### src/rtl/ecd_pkg.sv
package ecd_pkg;

    typedef enum logic [1:0] {
        ST_HUNT   = 2'd0,
        ST_VERIFY = 2'd1,
        ST_LOCKED = 2'd2
    } align_state_t;

    // Frame-end event carried from the datapath to the alignment controller
    typedef struct packed {
        logic last_bit;
        logic hdr_ok;
    } frame_evt_t;

    localparam int unsigned HDR_BITS = 2;

    // A header is good when the embedded clock shows high then low
    function automatic logic header_good(input logic first_bit, input logic second_bit);
        return first_bit & ~second_bit;
    endfunction

endpackage

### src/rtl/ecd_edge_hunt.sv
module ecd_edge_hunt (
    input  logic clk,
    input  logic rst,
    input  logic ser_in,
    input  logic hunting,
    output logic cand_start
);
    logic prev_q;

    always_ff @(posedge clk) begin
        if (rst) prev_q <= 1'b1;
        else     prev_q <= ser_in;
    end

    assign cand_start = hunting & ~prev_q & ser_in;
endmodule

### src/rtl/ecd_bit_counter.sv
module ecd_bit_counter #(
    parameter int unsigned FRAME_W = 10,
    localparam int unsigned POS_W  = $clog2(FRAME_W)
) (
    input  logic             clk,
    input  logic             rst,
    input  logic             cand_start,
    input  logic             aligned,
    output logic [POS_W-1:0] pos,
    output logic             last_bit,
    output logic             word_strobe
);
    localparam logic [POS_W-1:0] LAST_POS = POS_W'(FRAME_W - 1);

    logic [POS_W-1:0] pos_q;

    assign pos      = pos_q;
    assign last_bit = aligned & (pos_q == LAST_POS);

    always_ff @(posedge clk) begin
        if (rst) begin
            pos_q       <= '0;
            word_strobe <= 1'b0;
        end else begin
            word_strobe <= last_bit;
            if (cand_start)
                pos_q <= POS_W'(1);
            else if (aligned)
                pos_q <= (pos_q == LAST_POS) ? '0 : pos_q + POS_W'(1);
            else
                pos_q <= '0;
        end
    end
endmodule

### src/rtl/ecd_frame_shift.sv
module ecd_frame_shift
    import ecd_pkg::*;
#(
    parameter int unsigned DATA_W = 8,
    parameter int unsigned POS_W  = 4
) (
    input  logic              clk,
    input  logic              rst,
    input  logic              ser_in,
    input  logic              cand_start,
    input  logic              aligned,
    input  logic [POS_W-1:0]  pos,
    output logic              hdr_ok,
    output logic [DATA_W-1:0] word_next
);
    logic              first_q;
    logic              hdr_q;
    logic [DATA_W-2:0] shift_q;

    assign hdr_ok    = hdr_q;
    assign word_next = {shift_q, ser_in};

    always_ff @(posedge clk) begin
        if (rst) begin
            first_q <= 1'b0;
            hdr_q   <= 1'b0;
            shift_q <= '0;
        end else if (cand_start) begin
            first_q <= 1'b1;
        end else if (aligned) begin
            if (pos == POS_W'(0))
                first_q <= ser_in;
            else if (pos == POS_W'(1))
                hdr_q <= header_good(first_q, ser_in);
            else if (pos >= POS_W'(HDR_BITS))
                shift_q <= {shift_q[DATA_W-3:0], ser_in};
        end
    end
endmodule

### src/rtl/ecd_lock_fsm.sv
module ecd_lock_fsm
    import ecd_pkg::*;
#(
    parameter int unsigned LOCK_FRAMES = 4,
    parameter int unsigned DROP_FRAMES = 2,
    localparam int unsigned GOOD_W = $clog2(LOCK_FRAMES + 1),
    localparam int unsigned MISS_W = $clog2(DROP_FRAMES + 1)
) (
    input  logic         clk,
    input  logic         rst,
    input  logic         cand_start,
    input  frame_evt_t   evt,
    output align_state_t state,
    output logic         deliver
);
    align_state_t      state_q;
    logic [GOOD_W-1:0] good_q;
    logic [MISS_W-1:0] miss_q;

    assign state   = state_q;
    assign deliver = (state_q == ST_LOCKED) & evt.last_bit & evt.hdr_ok;

    always_ff @(posedge clk) begin
        if (rst) begin
            state_q <= ST_HUNT;
            good_q  <= '0;
            miss_q  <= '0;
        end else begin
            unique case (state_q)
                ST_HUNT: begin
                    if (cand_start) begin
                        state_q <= ST_VERIFY;
                        good_q  <= '0;
                    end
                end
                ST_VERIFY: begin
                    if (evt.last_bit) begin
                        if (!evt.hdr_ok) begin
                            state_q <= ST_HUNT;
                        end else if (good_q == GOOD_W'(LOCK_FRAMES - 1)) begin
                            state_q <= ST_LOCKED;
                            miss_q  <= '0;
                        end else begin
                            good_q <= good_q + GOOD_W'(1);
                        end
                    end
                end
                ST_LOCKED: begin
                    if (evt.last_bit) begin
                        if (evt.hdr_ok) begin
                            miss_q <= '0;
                        end else if (miss_q == MISS_W'(DROP_FRAMES - 1)) begin
                            state_q <= ST_HUNT;
                        end else begin
                            miss_q <= miss_q + MISS_W'(1);
                        end
                    end
                end
                default: state_q <= ST_HUNT;
            endcase
        end
    end
endmodule

### src/rtl/ecd_hold_reg.sv
module ecd_hold_reg #(
    parameter int unsigned DATA_W = 8
) (
    input  logic              clk,
    input  logic              rst,
    input  logic              deliver,
    input  logic [DATA_W-1:0] word_next,
    output logic [DATA_W-1:0] word_out,
    output logic              word_valid
);
    always_ff @(posedge clk) begin
        if (rst) begin
            word_out   <= '0;
            word_valid <= 1'b0;
        end else begin
            word_valid <= deliver;
            if (deliver) word_out <= word_next;
        end
    end
endmodule

### src/rtl/ecd_deser.sv
module ecd_deser
    import ecd_pkg::*;
#(
    parameter int unsigned DATA_W      = 8,
    parameter int unsigned LOCK_FRAMES = 4,
    parameter int unsigned DROP_FRAMES = 2
) (
    input  logic              clk,
    input  logic              rst,
    input  logic              ser_in,
    output logic [DATA_W-1:0] word_out,
    output logic              word_valid,
    output logic              locked,
    output logic              word_strobe
);
    localparam int unsigned FRAME_W = DATA_W + HDR_BITS;
    localparam int unsigned POS_W   = $clog2(FRAME_W);

    align_state_t      state;
    logic              hunting;
    logic              aligned;
    logic              cand_start;
    logic [POS_W-1:0]  pos;
    logic              last_bit;
    logic              hdr_ok;
    logic [DATA_W-1:0] word_next;
    logic              deliver;
    frame_evt_t        evt;

    assign hunting = (state == ST_HUNT);
    assign aligned = ~hunting;
    assign locked  = (state == ST_LOCKED);
    assign evt     = '{last_bit: last_bit, hdr_ok: hdr_ok};

    ecd_edge_hunt u_hunt (
        .clk        (clk),
        .rst        (rst),
        .ser_in     (ser_in),
        .hunting    (hunting),
        .cand_start (cand_start)
    );

    ecd_bit_counter #(.FRAME_W(FRAME_W)) u_cnt (
        .clk         (clk),
        .rst         (rst),
        .cand_start  (cand_start),
        .aligned     (aligned),
        .pos         (pos),
        .last_bit    (last_bit),
        .word_strobe (word_strobe)
    );

    ecd_frame_shift #(.DATA_W(DATA_W), .POS_W(POS_W)) u_shift (
        .clk        (clk),
        .rst        (rst),
        .ser_in     (ser_in),
        .cand_start (cand_start),
        .aligned    (aligned),
        .pos        (pos),
        .hdr_ok     (hdr_ok),
        .word_next  (word_next)
    );

    ecd_lock_fsm #(.LOCK_FRAMES(LOCK_FRAMES), .DROP_FRAMES(DROP_FRAMES)) u_fsm (
        .clk        (clk),
        .rst        (rst),
        .cand_start (cand_start),
        .evt        (evt),
        .state      (state),
        .deliver    (deliver)
    );

    ecd_hold_reg #(.DATA_W(DATA_W)) u_hold (
        .clk        (clk),
        .rst        (rst),
        .deliver    (deliver),
        .word_next  (word_next),
        .word_out   (word_out),
        .word_valid (word_valid)
    );
endmodule

### config.mk
export PLATFORM = sky130hd
export DESIGN_NAME = ecd_deser
export DESIGN_NICKNAME = d
export VERILOG_FILES = /design/src/rtl/ecd_pkg.sv /design/src/rtl/ecd_edge_hunt.sv /design/src/rtl/ecd_bit_counter.sv /design/src/rtl/ecd_frame_shift.sv /design/src/rtl/ecd_lock_fsm.sv /design/src/rtl/ecd_hold_reg.sv /design/src/rtl/ecd_deser.sv
export SDC_FILE = /design/constraint.sdc
export NUM_CORES = 1
export LEC_CHECK = 0
export BUFFER_PORTS_ARGS = -buffer_cell sky130_fd_sc_hd__buf_4
export CAP_MARGIN = 10
export CORE_MARGIN = 2
export CORE_UTILIZATION = 57
export DETAILED_ROUTE_END_ITERATION = 10
export PLACE_DENSITY = 0.77
export SYNTH_ARGS = -nofsm -noshare
export SYNTH_HDL_FRONTEND = slang
export SYNTH_HIERARCHICAL = 1
export SYNTH_SLANG_ARGS = --single-unit
### constraint.sdc
create_clock -name clk -period 1.92 [get_ports clk]
set_input_delay 0.576 -clock clk [delete_from_list [all_inputs] [get_ports clk]]
set_output_delay 0.576 -clock clk [all_outputs]
set_load 0.005 [all_outputs]
# Word-level counts from Yosys, hierarchy flattened
# Cells that the tools add are included.
[word_totals]
reg_bits = 31
wordCells = 82
[op_classes]
n_addsub = 3
order_cmp = 1
eq_ne = 16
n_mux = 26
n_bitwise = 12
reduce_logical = 12
[ops]
columns = ["cell", "count"]
rows = [
  ["$mux W2", 13],
  ["$mux W3", 4],
  ["$reduce_and A6 Y1", 2],
  ["$reduce_and A5 Y1", 2],
  ["$ne A2 B1 Y1 const B", 4],
  ["$ne A2 B2 Y1 const B", 4],
  ["$and A1 B1 Y1", 6],
  ["$mux W1", 6],
  ["$not A1 Y1", 6],
  ["$pmux W2 S3", 1],
  ["$pmux W3 S2", 1],
  ["$reduce_bool A2 Y1", 3],
  ["$add A4 B1 Y4 const B", 1],
  ["$eq A2 B1 Y1 const B", 2],
  ["$eq A4 B1 Y1 const B", 1],
  ["$eq A4 B4 Y1 const B", 1],
  ["$ge A4 B2 Y1 const B", 1],
  ["$logic_not A4 Y1", 1],
  ["$pmux W2 S2", 1],
  ["$reduce_and A4 Y1", 1],
  ["$reduce_or A4 Y1", 1],
  ["$add A3 B1 Y3 const B", 1],
  ["$eq A3 B2 Y1 const B", 1],
  ["$ne A3 B2 Y1 const B", 1],
  ["other kinds (5)", 5],
]

# Longest topological paths before layout
# Gate-level depths: netlist of the first run.
[depth]
depth_word = 5
mapped_depth = 8

# Modules after synthesis
# The synthesis of the first run kept the hierarchy.
[modules_own_cells]
columns = ["module", "instances", "cells_per_inst", "area_per_inst_um2", "seq_area_each_um2"]
rows = [
  ["ecd_lock_fsm", 1, 46, 420.4, 140.1],
  ["ecd_frame_shift", 1, 43, 406.6, 180.2],
  ["ecd_hold_reg", 1, 28, 312.8, 180.2],
  ["ecd_bit_counter", 1, 22, 214.0, 100.1],
  ["ecd_edge_hunt", 1, 3, 36.3, 20.0],
  ["ecd_deser", 1, 3, 18.8, 0.0],
]

# Least setup slack after synthesis of the first run
# OpenSTA, ideal clock, no wires.
[synth_path]
kind = "reg2reg"
start = "reg u_cnt.pos_q[0], in the netlist u_cnt/pos[0]"
end = "reg u_fsm.good_q[0]"
arrival_time_ns = 1.608
setup_slack_ns = 0.183
stages_incl_launch_ff = 8
n_path_buf = 0
path_cell_list = "dfxtp_1 ha_1 nand3b_2 nor2_1 nand4b_1 a21oi_2 mux2i_1 nor2_1"
[synth_between]
elab_chain_cells = 4
[synth_lines]
columns = ["element", "line", "text"]
rows = [
  ["start: declaration", "ecd_bit_counter.sv:15", "logic [POS_W-1:0] pos_q;"],
  ["start signal: assignment", "ecd_bit_counter.sv:29", "pos_q <= (pos_q == LAST_POS) ? '0 : pos_q + POS_W'(1);"],
  ["$eq A4 B4 Y1", "ecd_bit_counter.sv:18", "assign last_bit = aligned & (pos_q == LAST_POS);"],
  ["$and A1 B1 Y1", "ecd_bit_counter.sv:18", ""],
  ["net last_bit", "ecd_deser.sv:24", "logic last_bit;"],
  ["$ne A2 B2 Y1 (no source line)", "--", ""],
  ["$reduce_and A5 Y1 (no source line)", "--", ""],
  ["end signal: assignment", "ecd_lock_fsm.sv:44", "good_q <= good_q + GOOD_W'(1);"],
  ["end: declaration", "ecd_lock_fsm.sv:17", "logic [GOOD_W-1:0] good_q;"],
]
# The timed path passes the listed nets, and every way through them passes these cells.
# A chain may end at the register's enable or synchronous reset.

# Final worst setup path of the first run
# Same ends and word-level chain as after synthesis.

==> key figures, run 1 <==
Floorplanning
  • Horiz. Die Dim: 53.7 microns
  • I/O pin count: 14
  • # rows: 18
  • Initial Utilization: 58.5%
  • Die Footprint: 0.00289 sq mm
  • Die Ht: 53.7 microns
  • Core area: 0.00241 sq mm

Critical path
  • Max FO, Critical Path: 7
  • R2R Path End: u_fsm/good_q[0]
  • Top Family by Delay on Critical Path: simple AND/OR/NAND/NOR gates
  • Critical path depth: 7
  • Launching point of the worst reg2reg path: u_cnt/pos[0]
  • Worst Setup EP: u_fsm/good_q[0]
  • Critical Path RT: 2.13 ns
  • R2R setup slack: 0.23 ns
  • CP Launch Point: u_cnt/pos[0]
  • WS Path Type: flop to flop
  • Worst path arrival time: 1.90 ns
  • Worst path most repeated cell: nor2_1
  • Largest stage delay, worst path: 0.41 ns
  • Worst R2R Path Depth: 7
  • Buffers & Inverters on Critical Path: 0
  • Crit end category: flop
  • Crit-path cells: ha_1, nand3b_2, nor2_1, nand4b_1, a21oi_2, mux2i_1, nor2_1
  • Crit-path slowest cell: dfxtp_2
  • Startpoint Class: flop

Routing
  • Drc violations: 0
  • DR vias/cell: 5.52
  • Vias: 1,066
  • Drt pass-1 iters: 4
  • DR iter-0 viols: 20
  • Routed len/inst: 13.8 microns
  • Routed WL: 2.66 mm
  • DRT antenna net count: 0

Global routing
  • Initial antenna violation count: 0
  • Total GRT Usage: 23.0%
  • Vias in the first global route: 1,050
  • Largest net degree at the start of global routing: 35
  • First-pass GRT wire length: 4.70 mm
  • GR Overflow Total: 0

Timing
  • Setup ws final: 0.232 ns
  • RSZ-0062 raised after global routing: false
  • Fmax: 0.593 GHz
  • Worst Max-Slew Pin Slew: 0.519 ns
  • Skew final: 0.00731 ns
  • Hold Worst Slack: 0.483 ns
  • Slew HR: 65.2%
  • Fin. Hold Viols: 0
  • Final Critical Period: 1.69 ns
  • Setup violators final: 0
  • Final period utilization: 87.9%
  • Slew Limit Fails: 0
  • Final TNS setup: 0 ns

Synthesis
  • Yosys warnings: 6
  • Synth Register Bits: 31
  • Synth Instances: 145
  • Sequential cell area fraction in the yosys report: 44.0%
  • Syn Nets: 153
  • Mapped Avg Cell Area: 9.72 sq um
  • Synth cell count leaders: dfxtp_1 (31), nor2_1 (18), mux2i_1 (14), inv_1 (7), nand2b_1 (7)
  • Count of cell types in the netlist: 46
  • EDFF count, synth: 0
  • Asr flop ratio synth: 0%
  • Area contributors post-synth: dfxtp_1 (44%), mux2i_1 (9.9%), nor2_1 (4.8%)
  • Cell with the most instances after synthesis: dfxtp_1
  • Cell taking the most area after synthesis: dfxtp_1
  • Synth Cell Area: 0.00141 sq mm
  • Top FF cell, synth: dfxtp_1
  • Yosys top cell area share: 44.0%

Placed design
  • Pre-CTS WS: 0.154 ns
  • Dpl hpwl: 1.82 mm
  • Placed cell area: 0.00155 sq mm
  • Port bufs: 13
  • RePlAce Congestion: 0.774

Final layout
  • Core Util, Final: 66.7%
  • Number of fill cells in the layout: 206
  • Register Area: 623 sq um
  • Final #Nets: 171
  • Final instance area: 0.00161 sq mm
  • Area of the multi-input gates: 731 sq um
  • Share of cells above drive strength 1: 25.2%
  • Diode count: 0
  • Layout Area Growth over Synthesis: 14.0%

Power
  • Pwr dens: 673 mW/mm^2
  • Leakage: 0.602 nW
  • Max IR drop VDD: 0.557 mV

Run
  • # Max-Cap Violations: 0

Clock network
  • Clock Tree Root: clkbuf_4
  • CTS Hold Bufs: 0
  • CTS tree: yes
  • Clk slew on worst S/H paths: 0.10 ns
  • Clock Latency Late Sink: 0.32 ns
  • TritonCTS sink count: 31
  • Post CTS Setup Buffer Count: 0
  • H-tree Lvls: 2
  • Post-CTS resize count: 0
  • Cts bufs inserted: 5
  • Max Root-Sink Buffers: 2

Status
  • Status: finished clean

Min path
  • Hold WC Path Type: flop to flop
-- cell type report --
class                           instances  share of cell area, %
Timing Repair Buffer                   16                   8.26
Multi-Input combinational cell        102                   45.5
Inverter                                7                   1.64
Sequential cell                        31                   38.8
Tap cell                               30                   2.34
Clock buffer                            6                   3.19
Clock inverter                          1                  0.312
-- worst min path at each step --
stage	startpoint	end	slack [ns]	cells past startpoint
floorplan	u_shift/shift_q[0]	u_shift/shift_q[1]	0.45	2
global placement	u_fsm/good_q[2]	u_fsm/good_q[2]	0.47	2
detailed placement	u_fsm/good_q[2]	u_fsm/good_q[2]	0.47	2
CTS	ser_in	u_hunt/prev_q	0.48	2
global route	ser_in	u_hunt/prev_q	0.47	2
finish	u_fsm/good_q[2]	u_fsm/good_q[2]	0.48	2
-- cell families (layout without fill, tap and decap cells) --
logic type | count (synthesis) | count (layout) | synth area share, %
multiplexers | 15 | 15 | 11.0
AO/OA/AOI/OAI | 19 | 19 | 9.50
buffers and inverters | 12 | 30 | 4.09
XOR/XNOR | 2 | 2 | 1.24
adder cells (fa/ha/maj) | 5 | 5 | 4.44
AND/OR/NAND/NOR | 61 | 61 | 25.7
flip-flops | 31 | 31 | 44.1
-- flip-flops by register name (all words and copies together), names as in the netlist --
register / cells
u_hunt/prev_q: 1
u_fsm/miss_q: 2
u_cnt/word_strobe: 1
u_cnt/pos: 4
u_fsm/good_q: 3
u_shift/hdr_ok: 1
u_hold/word_valid: 1
u_hold/word_out: 8
u_fsm/state: 2
u_shift/first_q: 1
u_shift/shift_q: 7
-- through the flow --
step | total power, W | std cells
3_3_place_gp | 0.000715 | 186
4_1_cts | 0.00109 | 193
5_1_grt | 0.00113 | 193
2_1_floorplan | 0.000705 | 145
6_report | 0.00108 | 193
3_5_place_dp | 0.000716 | 186
-- power by group --
group	leakage, nW	switching (W)	internal (W)
logic	0.316	0.0000288	0.0000190
clock network	0.0341	0.000210	0.000169
registers	0.251	0.00000611	0.000649
-- tightest hold or removal path: cells and delay by family, from the launching register on --
| kind | cells | cell delay, ns |
|---|---|---|
| compound gates | 1 | 0.07 |
| flops | 1 | 0.31 |
| buf+inv | 1 | 0.06 |
-- routing by layer --
metal	share of wire (%)	vias up	routed length [microns]	track usage [%]
met3	4.7	6	124	9.44
met5	0	-	0	0
met2	49	24	1310	38.4
met1	45	495	1190	26.2
met4	1.6	0	42	8.55
li1	-	541	-	-
-- placed cells by master (no fill, tap or decap), drive strengths merged, types with 2 or more instances in the layout --
cell type and n:
a21oi 5, a31oi 2, and2b 2, buf 16
clkbuf 6, dfxtp 31, ha 5, inv 7
mux2i 14, nand2 5, nand2b 8, nand3 6
nor2 19, nor2b 4, nor3 5, o21ai 5
or2 2
Note: power is estimated with default switching activity, not from simulation.
==> run 2, diff against run 1 <==
- ABC_AREA: unset -> 1
- CORE_UTILIZATION: 57 -> 58
- PLACE_DENSITY: 0.77 -> 0.78
==> key figures, run 2 <==
Status
  • Status: finished clean (unchanged)

Clock network
  • Post CTS Setup Buffer Count: 0 (unchanged)
  • Cts bufs inserted: 5 (unchanged)
  • CTS Hold Bufs: 0 (unchanged)
  • Clk slew on worst S/H paths: 0.10 ns (about the same)
  • Max Root-Sink Buffers: 2 (unchanged)
  • TritonCTS sink count: 31 (unchanged)
  • CTS tree: yes (unchanged)
  • Clock Latency Late Sink: 0.33 ns (was 0.32 ns)
  • H-tree Lvls: 2 (unchanged)
  • Clock Tree Root: clkbuf_4 (unchanged)
  • Post-CTS resize count: 0 (unchanged)

Floorplanning
  • I/O pin count: 14 (unchanged)
  • Die Ht: 55.8 microns (was 53.7 microns)
  • # rows: 18 (unchanged)
  • Initial Utilization: 61.8% (was 58.5%)
  • Core area: 0.00252 sq mm (was 0.00241 sq mm)
  • Horiz. Die Dim: 55.8 microns (was 53.7 microns)
  • Die Footprint: 0.00312 sq mm (was 0.00289 sq mm)

Synthesis
  • Synth Cell Area: 0.00156 sq mm (was 0.00141 sq mm)
  • Sequential cell area fraction in the yosys report: 39.8% (was 44.0%)
  • Cell with the most instances after synthesis: nand2_1 (was dfxtp_1)
  • Asr flop ratio synth: 0% (unchanged)
  • Yosys warnings: 6 (unchanged)
  • Mapped Avg Cell Area: 7.02 sq um (was 9.72 sq um)
  • Yosys top cell area share: 39.8% (was 44.0%)
  • Cell taking the most area after synthesis: dfxtp_1 (unchanged)
  • Synth Instances: 222 (was 145)
  • Top FF cell, synth: dfxtp_1 (unchanged)
  • Synth Register Bits: 31 (unchanged)
  • EDFF count, synth: 0 (unchanged)
  • Count of cell types in the netlist: 26 (was 46)
  • Synth cell count leaders: nand2_1 (50), nor2_1 (42), dfxtp_1 (31), inv_1 (28), a21oi_1 (14) (was dfxtp_1 (31), nor2_1 (18), mux2i_1 (14), inv_1 (7), nand2b_1 (7))
  • Area contributors post-synth: dfxtp_1 (40%), nand2_1 (12%), nor2_1 (10%) (was dfxtp_1 (44%), mux2i_1 (9.9%), nor2_1 (4.8%))
  • Syn Nets: 230 (was 153)

Timing
  • Worst Max-Slew Pin Slew: 0.271 ns (was 0.519 ns)
  • Setup violators final: 0 (unchanged)
  • Final period utilization: 87.8% (was 87.9%)
  • RSZ-0062 raised after global routing: false (unchanged)
  • Skew final: 0.00636 ns (was 0.00731 ns)
  • Final Critical Period: 1.69 ns (about the same)
  • Fin. Hold Viols: 0 (unchanged)
  • Fmax: 0.593 GHz (about the same)
  • Slew Limit Fails: 0 (unchanged)
  • Slew HR: 81.9% (was 65.2%)
  • Final TNS setup: 0 ns (unchanged)

Routing
  • Drc violations: 0 (unchanged)
  • Drt pass-1 iters: 4 (unchanged)
  • Routed len/inst: 10.5 microns (was 13.8 microns)
  • DRT antenna net count: 0 (unchanged)
  • Vias: 1,317 (was 1,066)
  • DR iter-0 viols: 38 (was 20)
  • DR vias/cell: 4.82 (was 5.52)
  • Routed WL: 2.86 mm (was 2.66 mm)

Min path
  • Hold path startpoint: u_fsm/good_q[1] (was u_fsm/good_q[2])
  • Hold WC Path Type: flop to flop (unchanged)

Critical path
  • Top Family by Delay on Critical Path: simple AND/OR/NAND/NOR gates (unchanged)
  • Launching point of the worst reg2reg path: u_fsm/state[1] (was u_cnt/pos[0])
  • Crit-path cells: inv_1, nand2_1, inv_1, nor2_1, inv_1, nor3_2, buf_4, nand2_1, nand2_1, nor2_1 (was ha_1, nand3b_2, nor2_1, nand4b_1, a21oi_2, mux2i_1, nor2_1)
  • Critical Path RT: 2.16 ns (was 2.13 ns)
  • Startpoint Class: flop (unchanged)
  • Max FO, Critical Path: 17 (was 7)
  • R2R setup slack: 0.23 ns (about the same)
  • CP Launch Point: u_fsm/state[1] (was u_cnt/pos[0])
  • WS Path Type: flop to flop (unchanged)
  • Crit-path slowest cell: dfxtp_1 (was dfxtp_2)
  • Largest stage delay, worst path: 0.43 ns (was 0.41 ns)
  • Buffers & Inverters on Critical Path: 4 (was 0)
  • Worst path arrival time: 1.92 ns (was 1.90 ns)
  • Crit end category: flop (unchanged)

Placed design
  • Dpl hpwl: 2.03 mm (was 1.82 mm)
  • RePlAce Congestion: 0.870 (was 0.774)
  • Port bufs: 13 (unchanged)

Run
  • # Max-Cap Violations: 0 (unchanged)

Global routing
  • Vias in the first global route: 1,217 (was 1,050)
  • GR Overflow Total: 0 (unchanged)
  • Initial antenna violation count: 0 (unchanged)
  • Largest net degree at the start of global routing: 18 (was 35)
  • Total GRT Usage: 19.8% (was 23.0%)
  • First-pass GRT wire length: 4.87 mm (was 4.70 mm)

Power
  • Leakage: 0.784 nW (was 0.602 nW)
  • Seq pwr share: 40.9% (was 60.5%)
  • Max IR drop VDD: 0.806 mV (was 0.557 mV)
  • Switch share: 34.1% (was 22.6%)
  • Clock power share: 29.9% (was 35.0%)
  • Int Pwr: 0.00119 W (was 0.000837 W)
  • Pwr dens: 1010 mW/mm^2 (was 673 mW/mm^2)
  • Combinational Power Share: 29.2% (was 4.4%)
  • Psw: 0.000614 W (was 0.000245 W)

Final layout
  • Number of fill cells in the layout: 207 (was 206)
  • Largest Register: u_hold/word_out (unchanged)
  • Max FFs per register: 8 (unchanged)
  • Layout Area Growth over Synthesis: 14.3% (was 14.0%)
  • Share of cells above drive strength 1: 21.8% (was 25.2%)
  • Core Util, Final: 70.6% (was 66.7%)
  • Commonest non-fill, non-tap cell in the layout: nand2_1 (was dfxtp_1)
  • Diode count: 0 (unchanged)
  • Most frequent cells in the layout: nand2_1 (50), nor2_1 (42), dfxtp_1 (31) (was dfxtp_1 (29), nor2_1 (18), buf_4 (15))
  • Final #Nets: 250 (was 171)
-- run 2: cell count changes after synthesis, sizes merged, moves of 4 or more --
| cell | previous run | this run |
|---|---|---|
| nor2b | 4 | 0 |
| nor2 | 19 | 49 |
| mux2i | 14 | 0 |
| nand3 | 6 | 15 |
| inv | 7 | 35 |
| a21oi | 5 | 15 |
| nand2 | 5 | 57 |
| nand2b | 8 | 0 |
-- run 2: area by class of cell --
type	count	area, sq um	area share [%]
multi-input cells	151	773	43.4
flip-flops and latches	31	621	34.8
inverters	36	136	7.65
repair buffers	17	128	7.16
clock buffers	6	51.3	2.88
well taps	30	37.5	2.11
clock inverters	2	35.0	1.97
-- run 2: logic make-up (layout without fill, tap and decap cells) --
group	after synthesis	after routing	synth area share, %
AND/OR/NAND/NOR	126	126	37.6
XOR/XNOR	1	1	0.562
buffers and inverters	40	61	10.9
AO/OA/AOI/OAI	19	19	7.06
adder cells (fa/ha/maj)	5	5	4.01
flip-flops	31	31	39.8
-- run 2: power groups by stage --
stage	Clock (W)	Sequential (W)	Combinational (W)
after global placement	0	0.000747	0.000505
after CTS	0.000556	0.000736	0.000526
after detailed placement	0	0.000751	0.000523
final	0.000538	0.000737	0.000526
after floorplan	0	0.000755	0.000407
after global routing	0.000580	0.000745	0.000597
-- run 2: path summary, 6_finish.rpt --
kind,depth (start not counted),endpoint
worst min register to register,2,u_fsm/good_q[1]
worst min-delay path,2,u_fsm/good_q[1]
worst max-delay path,10,u_hold/word_out[7]
worst max register to register,10,u_hold/word_out[7]
-- run 2: worst register-to-register path, delay by kind of cell (launching register included) --
family,cells,cell delay [ns]
buffers and inverters,4,0.53
AND/OR/NAND/NOR,6,0.63
flip-flops,1,0.43
-- run 2: routing by layer --
metal | wire length (microns) | up-vias | global-route usage, %
li1 | - | 714 | -
met1 | 1340 | 575 | 22.7
met2 | 1340 | 23 | 33.5
met3 | 132 | 5 | 7.21
met4 | 44 | 0 | 7.82
met5 | 0 | - | 0
-- run 2: per-stage QoR --
stage          area (sq um)  total power (W)  hold slack (ns)  setup slack [ns]  std cells
3_5_place_dp           1700          0.00127            0.446             0.253        265
6_report               1780          0.00180            0.466             0.235        273
3_3_place_gp           1700          0.00125            0.438             0.323        265
4_1_cts                1780          0.00182            0.460             0.220        273
5_1_grt                1780          0.00192            0.463            0.0638        273
2_1_floorplan          1560          0.00116            0.428             0.230        222
